## src/rtl/mtx_pkg.sv

```systemverilog
package mtx_pkg;
  localparam int unsigned LANE_W = 8;
  localparam logic [LANE_W-1:0] IDLE_CODE = 8'h07;
endpackage

```

## src/rtl/mtx_valid_delay.sv

```systemverilog
// Delays the PCS ready indication by DLY cycles to form the valid strobe.
module mtx_valid_delay #(
  parameter int DLY = 4
) (
  input  logic clk,
  input  logic rst,
  input  logic rdy_in,
  output logic vld_out
);
  generate
    if (DLY == 1) begin : g_single
      logic stage_q;
      always_ff @(posedge clk) begin
        if (rst) stage_q <= 1'b0;
        else     stage_q <= rdy_in;
      end
      assign vld_out = stage_q;
    end else begin : g_line
      logic [DLY-1:0] line_q;
      always_ff @(posedge clk) begin
        if (rst) line_q <= '0;
        else     line_q <= {line_q[DLY-2:0], rdy_in};
      end
      assign vld_out = line_q[DLY-1];
    end
  endgenerate
endmodule

```

## src/rtl/mtx_marker_sched.sv

```systemverilog
// Alternates a gap of GAP valid cycles with a marker request of LEN valid cycles.
module mtx_marker_sched #(
  parameter int GAP = 81915,
  parameter int LEN = 5
) (
  input  logic clk,
  input  logic rst,
  input  logic vld,
  output logic am
);
  localparam int MAXV = (GAP > LEN) ? GAP : LEN;
  localparam int CW   = $clog2(MAXV + 1);
  localparam logic [CW-1:0] GAP_LAST = CW'(GAP - 1);
  localparam logic [CW-1:0] LEN_LAST = CW'(LEN - 1);

  logic [CW-1:0] cnt_q;
  logic          am_q;

  always_ff @(posedge clk) begin
    if (rst) begin
      cnt_q <= '0;
      am_q  <= 1'b0;
    end else if (vld) begin
      if (!am_q) begin
        if (cnt_q == GAP_LAST) begin
          cnt_q <= '0;
          am_q  <= 1'b1;
        end else begin
          cnt_q <= cnt_q + 1'b1;
        end
      end else begin
        if (cnt_q == LEN_LAST) begin
          cnt_q <= '0;
          am_q  <= 1'b0;
        end else begin
          cnt_q <= cnt_q + 1'b1;
        end
      end
    end
  end

  assign am = am_q;
endmodule

```

## src/rtl/mtx_word_stage.sv

```systemverilog
// Output word register, one byte and one flag per lane; idle on reset or underflow.
module mtx_word_stage
  import mtx_pkg::*;
#(
  parameter int LANES = 32
) (
  input  logic                    clk,
  input  logic                    rst,
  input  logic                    adv,
  input  logic                    in_valid,
  input  logic [LANES*LANE_W-1:0] in_data,
  input  logic [LANES-1:0]        in_ctrl,
  output logic [LANES*LANE_W-1:0] out_data,
  output logic [LANES-1:0]        out_ctrl
);
  generate
    for (genvar k = 0; k < LANES; k++) begin : g_lane
      logic [LANE_W-1:0] byte_q;
      logic              flag_q;
      always_ff @(posedge clk) begin
        if (rst) begin
          byte_q <= IDLE_CODE;
          flag_q <= 1'b1;
        end else if (adv) begin
          if (in_valid) begin
            byte_q <= in_data[k*LANE_W +: LANE_W];
            flag_q <= in_ctrl[k];
          end else begin
            byte_q <= IDLE_CODE;
            flag_q <= 1'b1;
          end
        end
      end
      assign out_data[k*LANE_W +: LANE_W] = byte_q;
      assign out_ctrl[k]                  = flag_q;
    end
  endgenerate
endmodule

```

## src/rtl/mii_tx_client_drv.sv

```systemverilog
module mii_tx_client_drv
  import mtx_pkg::*;
#(
  parameter int DATA_W      = 256,
  parameter int VALID_DLY   = 4,
  parameter int AM_LEN      = 5,
  parameter int AM_GAP_FULL = 81915,
  parameter int AM_GAP_SIM  = 315,
  parameter bit SIM_MODE    = 1'b0
) (
  input  logic                 clk,
  input  logic                 rst,
  input  logic                 up_valid,
  output logic                 up_ready,
  input  logic [DATA_W-1:0]    up_data,
  input  logic [DATA_W/8-1:0]  up_ctrl,
  input  logic                 pcs_ready,
  output logic                 tx_valid,
  output logic                 tx_am,
  output logic [DATA_W-1:0]    tx_data,
  output logic [DATA_W/8-1:0]  tx_ctrl
);
  localparam int LANES  = DATA_W / LANE_W;
  localparam int AM_GAP = SIM_MODE ? AM_GAP_SIM : AM_GAP_FULL;

  logic frozen;
  logic frz_q;
  logic adv;

  mtx_valid_delay #(.DLY(VALID_DLY)) u_vdly (
    .clk    (clk),
    .rst    (rst),
    .rdy_in (pcs_ready),
    .vld_out(tx_valid)
  );

  mtx_marker_sched #(.GAP(AM_GAP), .LEN(AM_LEN)) u_msch (
    .clk(clk),
    .rst(rst),
    .vld(tx_valid),
    .am (tx_am)
  );

  assign frozen = ~tx_valid | tx_am;

  always_ff @(posedge clk) begin
    if (rst) frz_q <= 1'b1;
    else     frz_q <= frozen;
  end

  assign adv      = tx_valid & ~tx_am & ~frz_q;
  assign up_ready = adv;

  mtx_word_stage #(.LANES(LANES)) u_word (
    .clk     (clk),
    .rst     (rst),
    .adv     (adv),
    .in_valid(up_valid),
    .in_data (up_data),
    .in_ctrl (up_ctrl),
    .out_data(tx_data),
    .out_ctrl(tx_ctrl)
  );
endmodule

```

## config.mk

```make
export PLATFORM = sky130hd
export DESIGN_NAME = mii_tx_client_drv
export DESIGN_NICKNAME = d
export VERILOG_FILES = /design/src/rtl/mtx_pkg.sv /design/src/rtl/mtx_valid_delay.sv /design/src/rtl/mtx_marker_sched.sv /design/src/rtl/mtx_word_stage.sv /design/src/rtl/mii_tx_client_drv.sv
export SDC_FILE = /design/constraint.sdc
export NUM_CORES = 1
export LEC_CHECK = 0
export CAP_MARGIN = 20
export CORE_AREA = 2 2 229 231
export CTS_BUF_LIST = sky130_fd_sc_hd__clkbuf_4 sky130_fd_sc_hd__clkbuf_8
export DETAILED_ROUTE_END_ITERATION = 6
export DIE_AREA = 0 0 231 233
export GPL_TIMING_DRIVEN = 0
export PLACE_DENSITY_LB_ADDON = 0.1
export SETUP_SLACK_MARGIN = 0.2
export SLEW_MARGIN = 40
export SYNTH_ARGS = -nofsm -noshare
export SYNTH_HDL_FRONTEND = slang
export SYNTH_SLANG_ARGS = --single-unit
export TNS_END_PERCENT = 10
```

## constraint.sdc

```tcl
create_clock -name clk -period 2.62 [get_ports clk]
set_input_delay 0.524 -clock clk [delete_from_list [all_inputs] [get_ports clk]]
set_output_delay 0.524 -clock clk [all_outputs]
set_load 0.02 [all_outputs]
```

==> results of run 1 <==
[worst max-delay path, cell delays in order, from the launching register on]
cell and delay, ns:
dfxtp_4 0.36, buf_6 0.11, and2b_2 0.20, nand2b_1 0.08, buf_6 0.10, inv_4 0.04
buf_12 0.12, buf_12 0.12, buf_8 0.11, buf_6 0.12
[what timing repair did]
| item | CTS | global route |
|---|---|---|
| buffers inserted | 6 | 1 |
| gates resized for setup | 27 | 4 |
| endpoints found under the setup margin | 275 | 102 |
| endpoints found under the hold margin | 0 | 0 |
| hold buffers | 0 | 0 |
[registers in the layout (all words and copies together) (netlist names)]
register              cells
u_word.g_lane.flag_q     32
u_vdly.g_line.line_q      4
u_msch.am                 1
u_msch.cnt_q             17
u_word.g_lane.byte_q    256
frz_q                     1
[metrics by stage]
stage          hold slack (ns)  area, um2
3_3_place_gp             0.438      18900
3_5_place_dp             0.445      18900
2_1_floorplan            0.414      12200
4_1_cts                  0.389      20400
6_report                 0.440      20400
5_1_grt                  0.416      20400
[cell usage after synthesis (all sizes together)]
cell type	count
nor2	14
nand2	168
or4	3
nand4	5
nor2b	4
a21oi	163
ha	3
nand3	164
xor2	3
buf	60
o31ai	2
clkbuf	105
o21ai	128
nor3	8
or4b	1
nor4b	1
a31oi	1
dfxtp	311
inv	5
and3	1
xnor2	10
nand3b	128
a31o	1
nand2b	130
mux2i	1
and2b	1
nor4	10
nand4b	1
[per-layer routing]
layer | wire (um) | part of all wire | vias to the layer above
li1 | - | - | 6155
met1 | 22400 | 0.42 | 5848
met2 | 25900 | 0.48 | 386
met3 | 3930 | 0.073 | 79
met4 | 1370 | 0.026 | 2
met5 | 11 | 0.00021 | -
[cell families after synthesis]
group | count (synthesis)
compound gates | 295
xor+xnor | 13
fa+ha+maj | 3
buf+inv | 170
flops | 311
mux | 1
simple gates | 639
[final cells by class]
class	count	area share
inverter	5	0.00104
clock inverter	8	0.00356
multi-input combinational	951	0.254
buffer	164	0.0429
tap	680	0.0417
antenna	4	0.000491
clock buffer	104	0.0640
sequential	311	0.305
timing repair buffer	587	0.287
[power breakdown]
group | switching, uW | internal, uW | total (uW)
combinational | 242 | 461 | 702
sequential | 1.65 | 4730 | 4740
clock | 2220 | 3210 | 5430
total | 2470 | 8400 | 10900
[how the worst max path moves through the flow]
stage	from	end	slack, ns	cells after the start
finish	u_vdly.g_line.line_q[3]$_SDFF_PP0_	up_ready	0.08	9
global route	u_vdly.g_line.line_q[3]$_SDFF_PP0_	up_ready	-0.01	9
CTS	u_vdly.g_line.line_q[3]$_SDFF_PP0_	up_ready	-0.009	9
detailed placement	u_vdly.g_line.line_q[3]$_SDFF_PP0_	up_ready	-0.79	9
global placement	u_vdly.g_line.line_q[3]$_SDFF_PP0_	up_ready	-0.78	9
floorplan	u_vdly.g_line.line_q[3]$_SDFF_PP0_	up_ready	0.49	8
==> results by group, run 1 <==
Hold path
  • HP Start: u_vdly.g_line.line_q[1]$_SDFF_PP0_
  • Min-Delay Path Class: register to register
  • Worst hold path endpoint: u_vdly.g_line.line_q[2]$_SDFF_PP0_
  • Hold depth: 1

Final layout
  • Layout cell share with drive strength beyond 1: 0.0901
  • Area taken by multi-input logic gates: 5170 um2
  • Filler instances: around 5200
  • Layout area overhead: 66.8%
  • Most frequent cells in the layout: clkdlybuf4s50_1, dfxtp_1, nand2_1
  • Nets: 2375
  • Register area: 6230 um2
  • Finished Layout Cells: between 2000 and 3000
  • Final Core Density: 0.399
  • Commonest non-fill, non-tap cell in the layout: clkdlybuf4s50_1

Setup path
  • Worst r2r dst: u_word.g_lane[12].byte_q[0]$_SDFFE_PP1P_
  • Crit path max fanout: 3
  • Worst EP arrival: 2.02 ns
  • Critical Path Source Type: register
  • Setup crit end kind: primary output
  • R2R cell count: 10
  • Flop2flop setup slack: around 0.20 ns
  • Worst R2R Start: u_vdly.g_line.line_q[3]$_SDFF_PP0_
  • Critical path required time: around 2.1 ns
  • Crit Path Class: register to primary output

Timing
  • Clock skew: 0.0181 ns
  • Slew @ Worst Pin: roughly 0.7 ns
  • Max-slew violation count: 0
  • Final worst slack: ~0.076 ns
  • Fmax: between 0.3 and 0.4 GHz
  • Relative slew margins: 0.524
  • Setup TNS: 0 ns
  • Final setup vio count: 0
  • Final hold violations: 0
  • Final period util: 0.971
  • RSZ-0062 raised after global routing: yes
  • Fin crit period: around 2.5 ns

Synthesis
  • Cell variety after synth: 37
  • Synth Area in Compound Gates: 0.122
  • Adder-Cell Fraction of Synth Area: 0.00307
  • Cell Area, Synth: 12200 um2
  • Post-synth top area share: 0.509
  • #FFs+latches synth: roughly 310
  • Synth warn: 0
  • Sequential area share after synthesis: 0.509
  • Simple-gate share of the synthesized area: 0.288
  • Post-synthesis mux area share: 0.000818
  • Synthesized Nets: around 1700
  • Post-Syn Area per Cell: 8.54 um2
  • Post-Synth XOR/XNOR Area: 0.00931
  • Synth area leaders: dfxtp_1, nand3b_1, a21oi_1, nand3_1, nand2b_1
  • Area leader, netlist: dfxtp_1
  • Cells after Synth: 1432
  • Largest family of logic cells by synthesized area: simple AND/OR/NAND/NOR gates

Global routing
  • Initial antenna violation count: 5
  • Global-route wire length before repair: 78000 um
  • Most Used Layer, Global Route: met2
  • Global Route Usage Sum: 0.191
  • Grt met2 use: 0.322
  • Routing usage on met3: 0.0570
  • Vias in the first global route: between 10000 and 15000
  • Largest net degree at the start of global routing: 17
  • GR Layer Usage met1: 0.229
  • Grt total ovfl: 0

Power
  • Leakage: around 0.0069 uW
  • Pwr/cell area: ~530 nW/um2
  • Peak supply drop: 0.365 mV
  • Total power: between 10000 and 15000 uW

Detailed routing
  • Routed len/inst: between 15 and 20 um
  • Drt total wl: between 50000 and 60000 um
  • DRT Pass-1 Iters: 5
  • Drt first-iter violations: around 640
  • Vias: between 10000 and 15000
  • Detailed-route DRC error count: 0
  • Antenna Violating Nets Remaining: 0
  • Via density: 4.43

Clocking
  • Skew-Pair Late Insertion Delay: around 0.65 ns
  • CTS sink cnt: around 310
  • Clock transition at the registers of the reported paths: around 0.060 ns
  • TritonCTS clock tree: yes
  • Root Buffer Master: clkbuf_8
  • CTS max path bufs: 3
  • Total CTS buffers: 60
  • CTS H-tree lvls: 2

Placement
  • Placed Cells incl. Taps: around 2700
  • Port buffer count: between 500 and 600
  • HPWL after DPL: around 40000 um
  • Setup slack at placement: -0.794 ns
  • GP Congestion: slightly above 0.8

Floorplan
  • Std-Cell Rows: 83
  • Die Y-Extent: about 230 um
  • Die Area: 53800 um2
  • I/O pin count: just under 600
  • Area of the core: around 51000 um2
  • Die width: roughly 230 um
  • Initial Utilization: 0.239

Run
  • Total of max-cap violations: 0

Outcome
  • Status: finished clean
(Power assumes the default switching activity.)
==> inputs of run 2 (changes only) <==
PLACE_DENSITY = 0.62   (was unset)
PLACE_DENSITY_LB_ADDON = unset   (was 0.1)
REMOVE_ABC_BUFFERS = 1   (was unset)
==> run 2 against run 1 <==
Effect of this change: sequential share of layout area up 0.86 points; highest routed layer is now met4; via count is 3.0% lower; global-route usage down 3.2 points; non-clock buffer count shrank 146; clock-buffer cell count fell by 18; die area is the same; hold slack got worse by 0.20 ns; sequential cell count stayed put.
==> results by group, run 2 (same netlist as run 1, synthesis figures left out) <==
Global routing
  • Initial antenna violation count: 2 (-3)
  • Vias in the first global route: 11981 (-4.4%)
  • Routing usage on met3: 0.0502 (-0.00674)
  • Global Route Usage Sum: 0.159 (-0.0315)
  • Most Used Layer, Global Route: met2
  • Global-route wire length before repair: 67800 um (-13%)
  • GR Layer Usage met1: 0.179 (-0.0498)
  • Largest net degree at the start of global routing: 113 (+96)
  • Grt total ovfl: 0 (unchanged)
  • Grt met2 use: 0.278 (-0.0443)

Power
  • Total net switching power: 2270 uW (-8.0%)
  • Total power: 10100 uW (-6.9%)
  • Internal: 7850 uW (-6.6%)
  • Clk pwr share: 0.465 (-0.035)
  • Pwr/cell area: 510 nW/um2 (-4.3%)
  • Peak supply drop: 0.340 mV (-7.0%)
  • Switching part of the total: 0.224 (-0.00279)
  • Leakage: 0.00665 uW (-3.9%)
  • Logic pwr share: 0.067 (+0.002)
  • Seq pwr share: 0.468 (+0.032)

Hold path
  • Hold depth: 2 (+1)
  • Min-Delay Path Class: input pin to register
  • HP Start: rst
  • Worst hold path endpoint: u_word.g_lane[28].byte_q[5]$_SDFFE_PP0P_

Floorplan
  • I/O pin count: 583 (unchanged)
  • Std-Cell Rows: 83 (unchanged)
  • Die Area: 53800 um2 (unchanged)
  • Die width: 231 um (unchanged)
  • Die Y-Extent: 233 um (unchanged)
  • Area of the core: 51100 um2 (unchanged)
  • Initial Utilization: 0.239 (unchanged)

Placement
  • Placed cell areas: 18400 um2 (-2.5%)
  • GP Congestion: 0.856 (+3.0%)
  • Port buffer count: 582 (+0.34%)
  • Placed Cells incl. Taps: 2541 (-5.6%)
  • HPWL after DPL: 29600 um (-27%)

Detailed routing
  • Drt first-iter violations: 505 (-21%)
  • Drt total wl: 45100 um (-16%)
  • Routed len/inst: 17.0 um (-11%)
  • Antenna Violating Nets Remaining: 0 (unchanged)
  • Detailed-route DRC error count: 0 (unchanged)
  • DRT Pass-1 Iters: 5 (unchanged)
  • Vias: 12090 (-3.0%)
  • Via density: 4.56 (+2.8%)

Final layout
  • Register area: 6230 um2 (unchanged)
  • Finished Layout Cells: 2653 (-5.7%)
  • Area taken by multi-input logic gates: 5200 um2 (+0.51%)
  • Commonest non-fill, non-tap cell in the layout: clkdlybuf4s50_1
  • Fin area: 19800 um2 (-2.7%)
  • Nets: 2230 (-6.1%)
  • Most frequent cells in the layout: clkdlybuf4s50_1, dfxtp_1, nand2_1
  • Top Registers: u_word.g_lane.byte_q x256, u_word.g_lane.flag_q x32, u_msch.cnt_q x17
  • Filler instances: 5136 (-2.0%)
  • Max FFs per register: 256 (unchanged)
  • Most flops, register: u_word.g_lane.byte_q
  • Layout area overhead: 62.2%
  • Layout cell share with drive strength beyond 1: 0.0685 (-0.0216)

Setup path
  • Critical Path Source Type: register
  • Crit Path Class: register to primary output
  • Flop2flop setup slack: 0.54 ns (+0.34 ns)
  • CP cell instances: and2b_4, nand2b_4, buf_16, inv_16, buf_16, buf_4
  • Crit path max-delay cell type: dfxtp_1
  • Setup crit end kind: primary output
  • CP most frequent cell: buf_16
  • Worst r2r dst: u_word.g_lane[29].byte_q[1]$_SDFFE_PP1P_
  • Worst R2R Start: u_msch.am$_SDFFE_PP0P_
  • Worst EP arrival: 1.76 ns (-0.26 ns)
  • Critical path required time: 2.10 ns (about the same)
  • Crit path max fanout: 4 (+1)
  • Worst path max stage delay: 0.37 ns (about the same)
  • R2R cell count: 9 (-1)

Run
  • Total of max-cap violations: 0 (unchanged)

Timing
  • Fin crit period: 2.28 ns (-0.265 ns)
  • RSZ-0062 raised after global routing: no
  • Slew @ Worst Pin: 0.452 ns (-0.261 ns)
  • Clock skew: 0.0263 ns (+0.00814 ns)
  • Final setup vio count: 0 (unchanged)
  • Final hold violations: 0 (unchanged)
  • Fmax: 0.439 GHz (+12%)
  • Relative slew margins: 0.698 (+0.174)
  • Final period util: 0.870 (-0.101)
  • Max-slew violation count: 0 (unchanged)

Clocking
  • Total CTS buffers: 56 (-6.7%)
  • Clock transition at the registers of the reported paths: 0.06 ns (about the same)
  • Skew-Pair Late Insertion Delay: 0.63 ns (-0.02 ns)
  • CTS max path bufs: 3 (unchanged)
  • Root Buffer Master: clkbuf_8
  • CTS sink cnt: 311 (unchanged)
  • # hold bufs at CTS: 0 (unchanged)
  • CTS H-tree lvls: 2 (unchanged)
  • TritonCTS clock tree: yes

Outcome
  • Status: finished clean
==> run 2: cell count changes in the layout (fill, tap and decap cells not counted), sizes merged <==
cell	before	now
clkbuf	209	86
buf	67	21
bufbuf	0	5
inv	5	10
diode	4	2
nand2b	130	132
clkinv	4	3
clkinvlp	3	2
==> run 2: power groups by stage <==
stage | registers, uW | logic, uW | clock network, uW
after detailed placement | 4840 | 682 | 0
after CTS | 4740 | 687 | 4910
after floorplan | 4840 | 70.5 | 0
final | 4740 | 682 | 4700
after global routing | 4730 | 722 | 5120
after global placement | 4840 | 677 | 0
==> run 2: worst max-delay path by stage <==
stage | startpoint | to
2_1_floorplan | u_vdly.g_line.line_q[3]$_SDFF_PP0_ | u_word.g_lane[31].byte_q[1]$_SDFFE_PP1P_
3_3_place_gp | u_vdly.g_line.line_q[3]$_SDFF_PP0_ | up_ready
6_report | u_msch.am$_SDFFE_PP0P_ | up_ready
4_1_cts | u_msch.am$_SDFFE_PP0P_ | up_ready
5_1_grt | u_msch.am$_SDFFE_PP0P_ | up_ready
3_5_place_dp | u_vdly.g_line.line_q[3]$_SDFF_PP0_ | up_ready
==> run 2: per-stage QoR <==
| step | utilization | worst slack, ns | hold slack [ns] | setup TNS (ns) |
|---|---|---|---|---|
| finish | 0.388 | 0.341 | 0.240 | 0 |
| global route | 0.388 | 0.240 | 0.200 | 0 |
| CTS | 0.388 | 0.250 | 0.153 | 0 |
| detailed placement | 0.361 | -0.867 | 0.437 | -16.66 |
| global placement | 0.354 | -13.81 | 0.438 | -4038.20 |
| floorplan | - | -5.74 | 0.414 | -1634.83 |
==> run 2: per-layer routing <==
metal / up-vias / share of wire
met2: 467 / 0.50
met1: 5686 / 0.39
met4: 0 / 0.032
li1: 5842 / -
met5: - / 0
met3: 95 / 0.080
==> run 2: cell type report <==
type,instances,share of cell area
timing repair buffer,605,0.320
antenna,2,0.000252
timing repair inverter,3,0.00132
inverter,5,0.00177
clock buffer,86,0.0533
clock inverter,8,0.00404
sequential,311,0.314
multi-input combinational,953,0.262
tap,680,0.0429
==> run 2: critical path: cells and delay by family (launching register included) <==
kind	cells	cell delay, ns
simple gates	2	0.31
flops	1	0.37
buf+inv	4	0.44
==> run 2: repair_timing <==
action | in CTS | in global routing
endpoints found under the hold margin | 0 | 0
buffers inserted | 6 | 0
endpoints found under the setup margin | 243 | 0
resized for setup | 12 | 0
